===== src/rtl/anc_cs_pkg.sv =====
package anc_cs_pkg;

    typedef enum logic [2:0] {
        ST_IDLE,
        ST_DID,
        ST_SDID,
        ST_DC,
        ST_UDW,
        ST_CS
    } trk_state_e;

endpackage


===== src/rtl/anc_flag_detect.sv =====
module anc_flag_detect #(
    parameter int DATA_W = 10
) (
    input  logic              clk,
    input  logic              rst_n,
    input  logic [DATA_W-1:0] word,
    input  logic              vld,
    output logic              hit
);
    localparam logic [DATA_W-1:0] FLAG_LO = '0;
    localparam logic [DATA_W-1:0] FLAG_HI = '1;

    // progress through the three-word flag: 0 none, 1 low seen, 2 low+high seen
    typedef struct packed {
        logic [1:0] prog;
    } det_t;

    det_t d_d, d_q;

    assign hit = vld && (d_q.prog == 2'd2) && (word == FLAG_HI);

    always_comb begin
        d_d = d_q;
        if (vld) begin
            if (word == FLAG_LO) begin
                d_d.prog = 2'd1;
            end else if (hit) begin
                d_d.prog = 2'd0;
            end else if ((d_q.prog == 2'd1) && (word == FLAG_HI)) begin
                d_d.prog = 2'd2;
            end else begin
                d_d.prog = 2'd0;
            end
        end
    end

    always_ff @(posedge clk) begin
        if (!rst_n) begin
            d_q <= '0;
        end else begin
            d_q <= d_d;
        end
    end


    property flag_prefix_p;
        @(posedge clk) disable iff (!rst_n)
            hit |-> ($past(d_q.prog) == 2'd1 || $past(d_q.prog) == 2'd2);
    endproperty
    flag_prefix_chk: assert property (flag_prefix_p);

endmodule


===== src/rtl/anc_pkt_tracker.sv =====
module anc_pkt_tracker
    import anc_cs_pkg::*;
#(
    parameter int DATA_W = 10,
    parameter int CNT_W  = 8
) (
    input  logic              clk,
    input  logic              rst_n,
    input  logic [DATA_W-1:0] word,
    input  logic              vld,
    input  logic              flag_hit,
    output logic              is_cs,
    output logic [DATA_W-1:0] calc_cs
);
    localparam int SUM_W = DATA_W - 1;

    typedef struct packed {
        trk_state_e       state;
        logic [SUM_W-1:0] sum;
        logic [CNT_W-1:0] cnt;
    } trk_t;

    trk_t t_d, t_q;
    logic [CNT_W-1:0] dc_val;

    assign dc_val  = word[CNT_W-1:0];
    assign is_cs   = (t_q.state == ST_CS);
    assign calc_cs = {~t_q.sum[SUM_W-1], t_q.sum};

    always_comb begin
        t_d = t_q;
        if (vld) begin
            unique case (t_q.state)
                ST_IDLE: begin
                    if (flag_hit) begin
                        t_d.state = ST_DID;
                    end
                end
                ST_DID: begin
                    t_d.sum   = word[SUM_W-1:0];
                    t_d.state = ST_SDID;
                end
                ST_SDID: begin
                    t_d.sum   = t_q.sum + word[SUM_W-1:0];
                    t_d.state = ST_DC;
                end
                ST_DC: begin
                    t_d.sum   = t_q.sum + word[SUM_W-1:0];
                    t_d.cnt   = dc_val;
                    t_d.state = (dc_val == '0) ? ST_CS : ST_UDW;
                end
                ST_UDW: begin
                    t_d.sum = t_q.sum + word[SUM_W-1:0];
                    t_d.cnt = t_q.cnt - 1'b1;
                    if (t_q.cnt == CNT_W'(1)) begin
                        t_d.state = ST_CS;
                    end
                end
                ST_CS: begin
                    t_d.state = ST_IDLE;
                end
                default: begin
                    t_d.state = ST_IDLE;
                end
            endcase
        end
    end

    always_ff @(posedge clk) begin
        if (!rst_n) begin
            t_q <= '{state: ST_IDLE, sum: '0, cnt: '0};
        end else begin
            t_q <= t_d;
        end
    end


    property udw_count_live_p;
        @(posedge clk) disable iff (!rst_n)
            (t_q.state == ST_UDW) |-> (t_q.cnt != '0);
    endproperty
    udw_count_live_chk: assert property (udw_count_live_p);


    property packet_start_p;
        @(posedge clk) disable iff (!rst_n)
            (vld && flag_hit && t_q.state == ST_IDLE) |=> (t_q.state == ST_DID);
    endproperty
    packet_start_chk: assert property (packet_start_p);


    property hold_when_idle_strobe_p;
        @(posedge clk) disable iff (!rst_n)
            !vld |=> $stable(t_q.state);
    endproperty
    hold_when_idle_strobe_chk: assert property (hold_when_idle_strobe_p);

endmodule


===== src/rtl/anc_cs_engine.sv =====
module anc_cs_engine #(
    parameter int DATA_W = 10,
    parameter int CNT_W  = 8
) (
    input  logic              clk,
    input  logic              rst_n,
    input  logic [DATA_W-1:0] din,
    input  logic              din_vld,
    input  logic              attach_in,
    input  logic              force_cs,
    input  logic              err_clr,
    output logic [DATA_W-1:0] dout,
    output logic              dout_vld,
    output logic              cs_err,
    output logic              cs_err_pulse
);
    typedef struct packed {
        logic [DATA_W-1:0] dout;
        logic              vld;
        logic              pulse;
        logic              flag;
    } eng_t;

    eng_t e_d, e_q;

    logic              flag_hit;
    logic              is_cs;
    logic [DATA_W-1:0] calc_cs;
    logic              mismatch;
    logic              set_flag;

    anc_flag_detect #(
        .DATA_W(DATA_W)
    ) u_detect (
        .clk  (clk),
        .rst_n(rst_n),
        .word (din),
        .vld  (din_vld),
        .hit  (flag_hit)
    );

    anc_pkt_tracker #(
        .DATA_W(DATA_W),
        .CNT_W (CNT_W)
    ) u_track (
        .clk     (clk),
        .rst_n   (rst_n),
        .word    (din),
        .vld     (din_vld),
        .flag_hit(flag_hit),
        .is_cs   (is_cs),
        .calc_cs (calc_cs)
    );

    assign mismatch = din_vld && is_cs && attach_in && (din != calc_cs);
    assign set_flag = mismatch && !force_cs;

    always_comb begin
        e_d       = e_q;
        e_d.vld   = din_vld;
        e_d.pulse = mismatch;
        if (din_vld) begin
            e_d.dout = din;
            if (is_cs && (!attach_in || (mismatch && force_cs))) begin
                e_d.dout = calc_cs;
            end
        end
        if (set_flag) begin
            e_d.flag = 1'b1;
        end else if (err_clr) begin
            e_d.flag = 1'b0;
        end
    end

    always_ff @(posedge clk) begin
        if (!rst_n) begin
            e_q <= '0;
        end else begin
            e_q <= e_d;
        end
    end

    assign dout         = e_q.dout;
    assign dout_vld     = e_q.vld;
    assign cs_err       = e_q.flag;
    assign cs_err_pulse = e_q.pulse;


    property latency_p;
        @(posedge clk) disable iff (!rst_n)
            dout_vld == $past(din_vld);
    endproperty
    latency_chk: assert property (latency_p);


    property passthru_p;
        @(posedge clk) disable iff (!rst_n)
            (dout_vld && !$past(is_cs)) |-> (dout == $past(din));
    endproperty
    passthru_chk: assert property (passthru_p);


    property insert_no_err_p;
        @(posedge clk) disable iff (!rst_n)
            cs_err_pulse |-> $past(attach_in);
    endproperty
    insert_no_err_chk: assert property (insert_no_err_p);


    property sticky_hold_p;
        @(posedge clk) disable iff (!rst_n)
            ($past(cs_err) && !$past(err_clr)) |-> cs_err;
    endproperty
    sticky_hold_chk: assert property (sticky_hold_p);


    property cs_format_p;
        @(posedge clk) disable iff (!rst_n)
            (dout_vld && dout != $past(din)) |-> (dout[DATA_W-1] != dout[DATA_W-2]);
    endproperty
    cs_format_chk: assert property (cs_format_p);

endmodule


===== config.mk =====
export PLATFORM = sky130hd
export DESIGN_NAME = anc_cs_engine
export DESIGN_NICKNAME = d
export VERILOG_FILES = /design/src/rtl/anc_cs_pkg.sv /design/src/rtl/anc_flag_detect.sv /design/src/rtl/anc_pkt_tracker.sv /design/src/rtl/anc_cs_engine.sv
export SDC_FILE = /design/constraint.sdc
export NUM_CORES = 1
export LEC_CHECK = 0
export BUFFER_PORTS_ARGS = -buffer_cell sky130_fd_sc_hd__buf_4
export CAP_MARGIN = 20
export CORE_MARGIN = 4
export CORE_UTILIZATION = 45
export DETAILED_ROUTE_END_ITERATION = 6
export GPL_ROUTABILITY_DRIVEN = 0
export PLACE_DENSITY = 0.67
export SLEW_MARGIN = 5
export SYNTH_ARGS = -nofsm -noshare
export SYNTH_HDL_FRONTEND = slang
export SYNTH_SLANG_ARGS = --single-unit

===== constraint.sdc =====
create_clock -name clk -period 1.7 [get_ports clk]
set_input_delay 0.255 -clock clk [delete_from_list [all_inputs] [get_ports clk]]
set_output_delay 0.255 -clock clk [all_outputs]
set_load 0.01 [all_outputs]

==> flow_metrics.env <==
export IMPL_leakage_nw=1.325
export IMPL_worstReg2RegEnd="dout[4]"
export IMPL_cts_tree="done"
export IMPL_area_growth_pct=40.48
export IMPL_hold_path_class="in -> reg"
export IMPL_finClkSkew_ns=0.01104
export IMPL_portBuffers=28
export IMPL_insertion_delay_ns=0.29
export IMPL_power_total_mw=2.070
export IMPL_max_freq_mhz=542.0
export IMPL_reg2reg_slack_ns=-0.15
export IMPL_synthFlopType="dfxtp_1"
export IMPL_dp_cells=403
export IMPL_grt_overflow=0
export IMPL_cts_root_buffer="clkbuf_8"
export IMPL_violations="negative setup slack"
export IMPL_hold_depth=2
export IMPL_die_area_um2=6089
export IMPL_rows=25
export IMPL_end_kind="register"
export IMPL_synth_most_common_cell="dfxtp_1"
export IMPL_htree_num_levels=2
export IMPL_initial_core_util=0.4673
export IMPL_syn_area_per_cell_um2=8.114
export IMPL_relSlewSlack=0.7679
export IMPL_worst_slew_pin_slew_ns=0.3435
export IMPL_finalCritPeriodShare=1.085
export IMPL_ys_warn_count=0
export IMPL_ctsHoldBuffers=0
export IMPL_place_hpwl_um=4772
export IMPL_synth_edf_count=0
export IMPL_wl_um=6461
export IMPL_synth_top_area_cell="dfxtp_1"
export IMPL_start_kind="register"
export IMPL_synth_top_area_frac=0.3175
export IMPL_finalHoldViolCount=0
export IMPL_drv_cap=0
export IMPL_setup_viol=12
export IMPL_ys_top_cells_by_area="dfxtp_1 32%, a21oi_1 6.8%, ha_1 5.7%"
export IMPL_synth_nets=299
export IMPL_fin_crit_ns=1.845
export IMPL_yosys_top_cells_count="35 x dfxtp_1, 30 x a21oi_1, 22 x nor2_1"
export IMPL_nFillCells=412
export IMPL_drtAntennaViolNets=0
export IMPL_io_pins=29
export IMPL_finalWorstSetupSlack_ns=-0.1452
export IMPL_min_to="u_track.t_q[17]"
export IMPL_track_usage=0.2226
export IMPL_synth_seq_cells=35
export IMPL_post_route_drc_count=0
export IMPL_antenna_found_initial=0
export IMPL_grt_start_max_net_pins=21
export IMPL_path_class="reg -> reg"
export IMPL_async_flop_share=0
export IMPL_cts_made_buffers=5
export IMPL_rr_worst_depth=7
export IMPL_grt_setup_unrepaired="yes"
export IMPL_cp_required_ns=1.86
export IMPL_startpoint="u_track.calc_cs[7]"
export IMPL_drt_iter0_markers=139
export IMPL_die_width_um=78.04
export IMPL_power_density_nw_per_um2=667.5
export IMPL_hp_start="din_vld"
export IMPL_crit_arrival_ns=2.01
export IMPL_seq_area_frac_synth=0.3175
export IMPL_final_nets=371
export IMPL_vias=2322
export IMPL_wl_per_cell_um=15.68
export IMPL_syn_inst=272
export IMPL_post_route_cells_drive_above_1_share=0.3420
export IMPL_r2r_start="u_track.calc_cs[7]"
export IMPL_avgViaCountPerCell=5.636
export IMPL_fp_dieH_um=78.04
export IMPL_status="finished with violations"
export IMPL_worstPathMaxFanout=5
export IMPL_cts_sinks=35
export IMPL_clk_path_buf_depth=2
export IMPL_grt_first_pass_wirelength_um=10870
export IMPL_core_area_um2=4723
export IMPL_grt_pass1_vias=2287
export IMPL_final_max_slew_violation_count=0
export IMPL_synth_distinct_cells=58
export IMPL_diodes=0
export IMPL_ir_worst_vdd_mv=0.3823
export IMPL_clkSlewWorstSetupHoldPaths_ns=0.08
export IMPL_final_cells=412
export IMPL_syn_area_um2=2207
export IMPL_dr_pass1_iters=4
==> metrics by stage <==
| stage | hold WS, ns | setup TNS [ns] | instance area (um2) | setup WS [ns] | utilization |
|---|---|---|---|---|---|
| floorplan | 0.4065 | -0.2702 | 2296 | -0.02725 | - |
| global placement | 0.4539 | -4.798 | 2904 | -0.4103 | 0.6148 |
| detailed placement | 0.4552 | -5.301 | 2904 | -0.4499 | 0.6148 |
| CTS | 0.2653 | -1.166 | 3064 | -0.1167 | 0.6487 |
| global route | 0.2811 | -2.184 | 3100 | -0.1953 | 0.6564 |
| finish | 0.2661 | -1.346 | 3100 | -0.1452 | 0.6564 |
==> worst max path at each step <==
stage / endpoint / slack, ns
6_report: dout[4] / -0.15
3_5_place_dp: dout[7] / -0.45
2_1_floorplan: dout[0] / -0.03
3_3_place_gp: dout[1] / -0.41
5_1_grt: dout[0] / -0.20
4_1_cts: u_track.calc_cs[8] / -0.12
==> kinds of logic (layout without fill, tap and decap cells) <==
logic type,count (synthesis),after routing,synth area share
xor gates and xnor gates,3,3,0.01191
AOI/OAI and AO/OA,104,104,0.2948
adders and majority gates,11,11,0.06576
buffers and inverters,27,100,0.05329
and+or+nand+nor,80,80,0.2024
DFF,35,35,0.3175
muxes,12,12,0.05442
==> final cells by class <==
| type | count | area (um2) | area share |
|---|---|---|---|
| clock buffers | 7 | 76.32 | 0.02462 |
| clock inverters | 1 | 5.005 | 0.001614 |
| inverters | 11 | 41.29 | 0.01332 |
| multi-input cells | 210 | 1559 | 0.5028 |
| flip-flops and latches | 35 | 708.2 | 0.2284 |
| well taps | 67 | 83.83 | 0.02704 |
| repair buffers | 81 | 626.9 | 0.2022 |
==> state kept, by name, indices dropped and copies added, names as in the netlist <==
name	count
cs_err	1
cs_err_pulse	1
u_track.t_q	11
u_detect.d_q	2
dout	10
dout_vld	1
u_track.calc_cs	9
==> worst max-delay path, cell delays in order, from the launching register on <==
cell	delay, ns
dfxtp_2	0.34
ha_4	0.23
nor4_4	0.31
o211ai_1	0.18
a41oi_2	0.22
buf_6	0.17
mux2i_1	0.19
a21oi_1	0.08
==> what timing repair did <==
| item | CTS | global route |
|---|---|---|
| buffers inserted | 2 | 1 |
| gates resized for setup | 13 | 8 |
| setup endpoints to repair | 16 | 25 |
| pin swaps | 22 | 6 |
| gates cloned | 0 | 0 |
==> per-layer routing <==
layer | GRT usage | share of wire | vias up
li1 | - | - | 1173
met1 | 0.2914 | 0.47 | 1078
met2 | 0.3733 | 0.47 | 63
met3 | 0.03211 | 0.042 | 8
met4 | 0.07867 | 0.017 | 0
met5 | 0 | 0 | -
==> cell usage in the layout (no fill, tap or decap), types with 3 or more instances in the layout <==
master	synthesis	layout
a211oi_2	0	3
buf_4	2	76
dfxtp_1	35	29
and2_1	3	3
o22ai_1	6	6
buf_6	0	5
nor3b_1	4	4
nand4_1	8	8
nand3_1	5	5
o21ai_1	7	7
clkbuf_8	0	5
ha_4	0	6
nand2_1	10	10
o21ai_0	20	20
nor3_1	4	4
a21o_1	4	4
a21oi_1	30	28
dfxtp_2	0	6
a22oi_1	3	3
ha_1	10	3
nor2_1	22	22
or3_1	5	5
nor4_1	5	3
inv_1	8	8
a31oi_1	6	6
mux2i_1	12	12
==> report_power, final <==
part | switching [mW] | internal (mW)
combinational | 0.298 | 0.295
sequential | 0.0318 | 0.864
clock | 0.293 | 0.288
total | 0.624 | 1.45
Power figures use the tool's default switching activity.
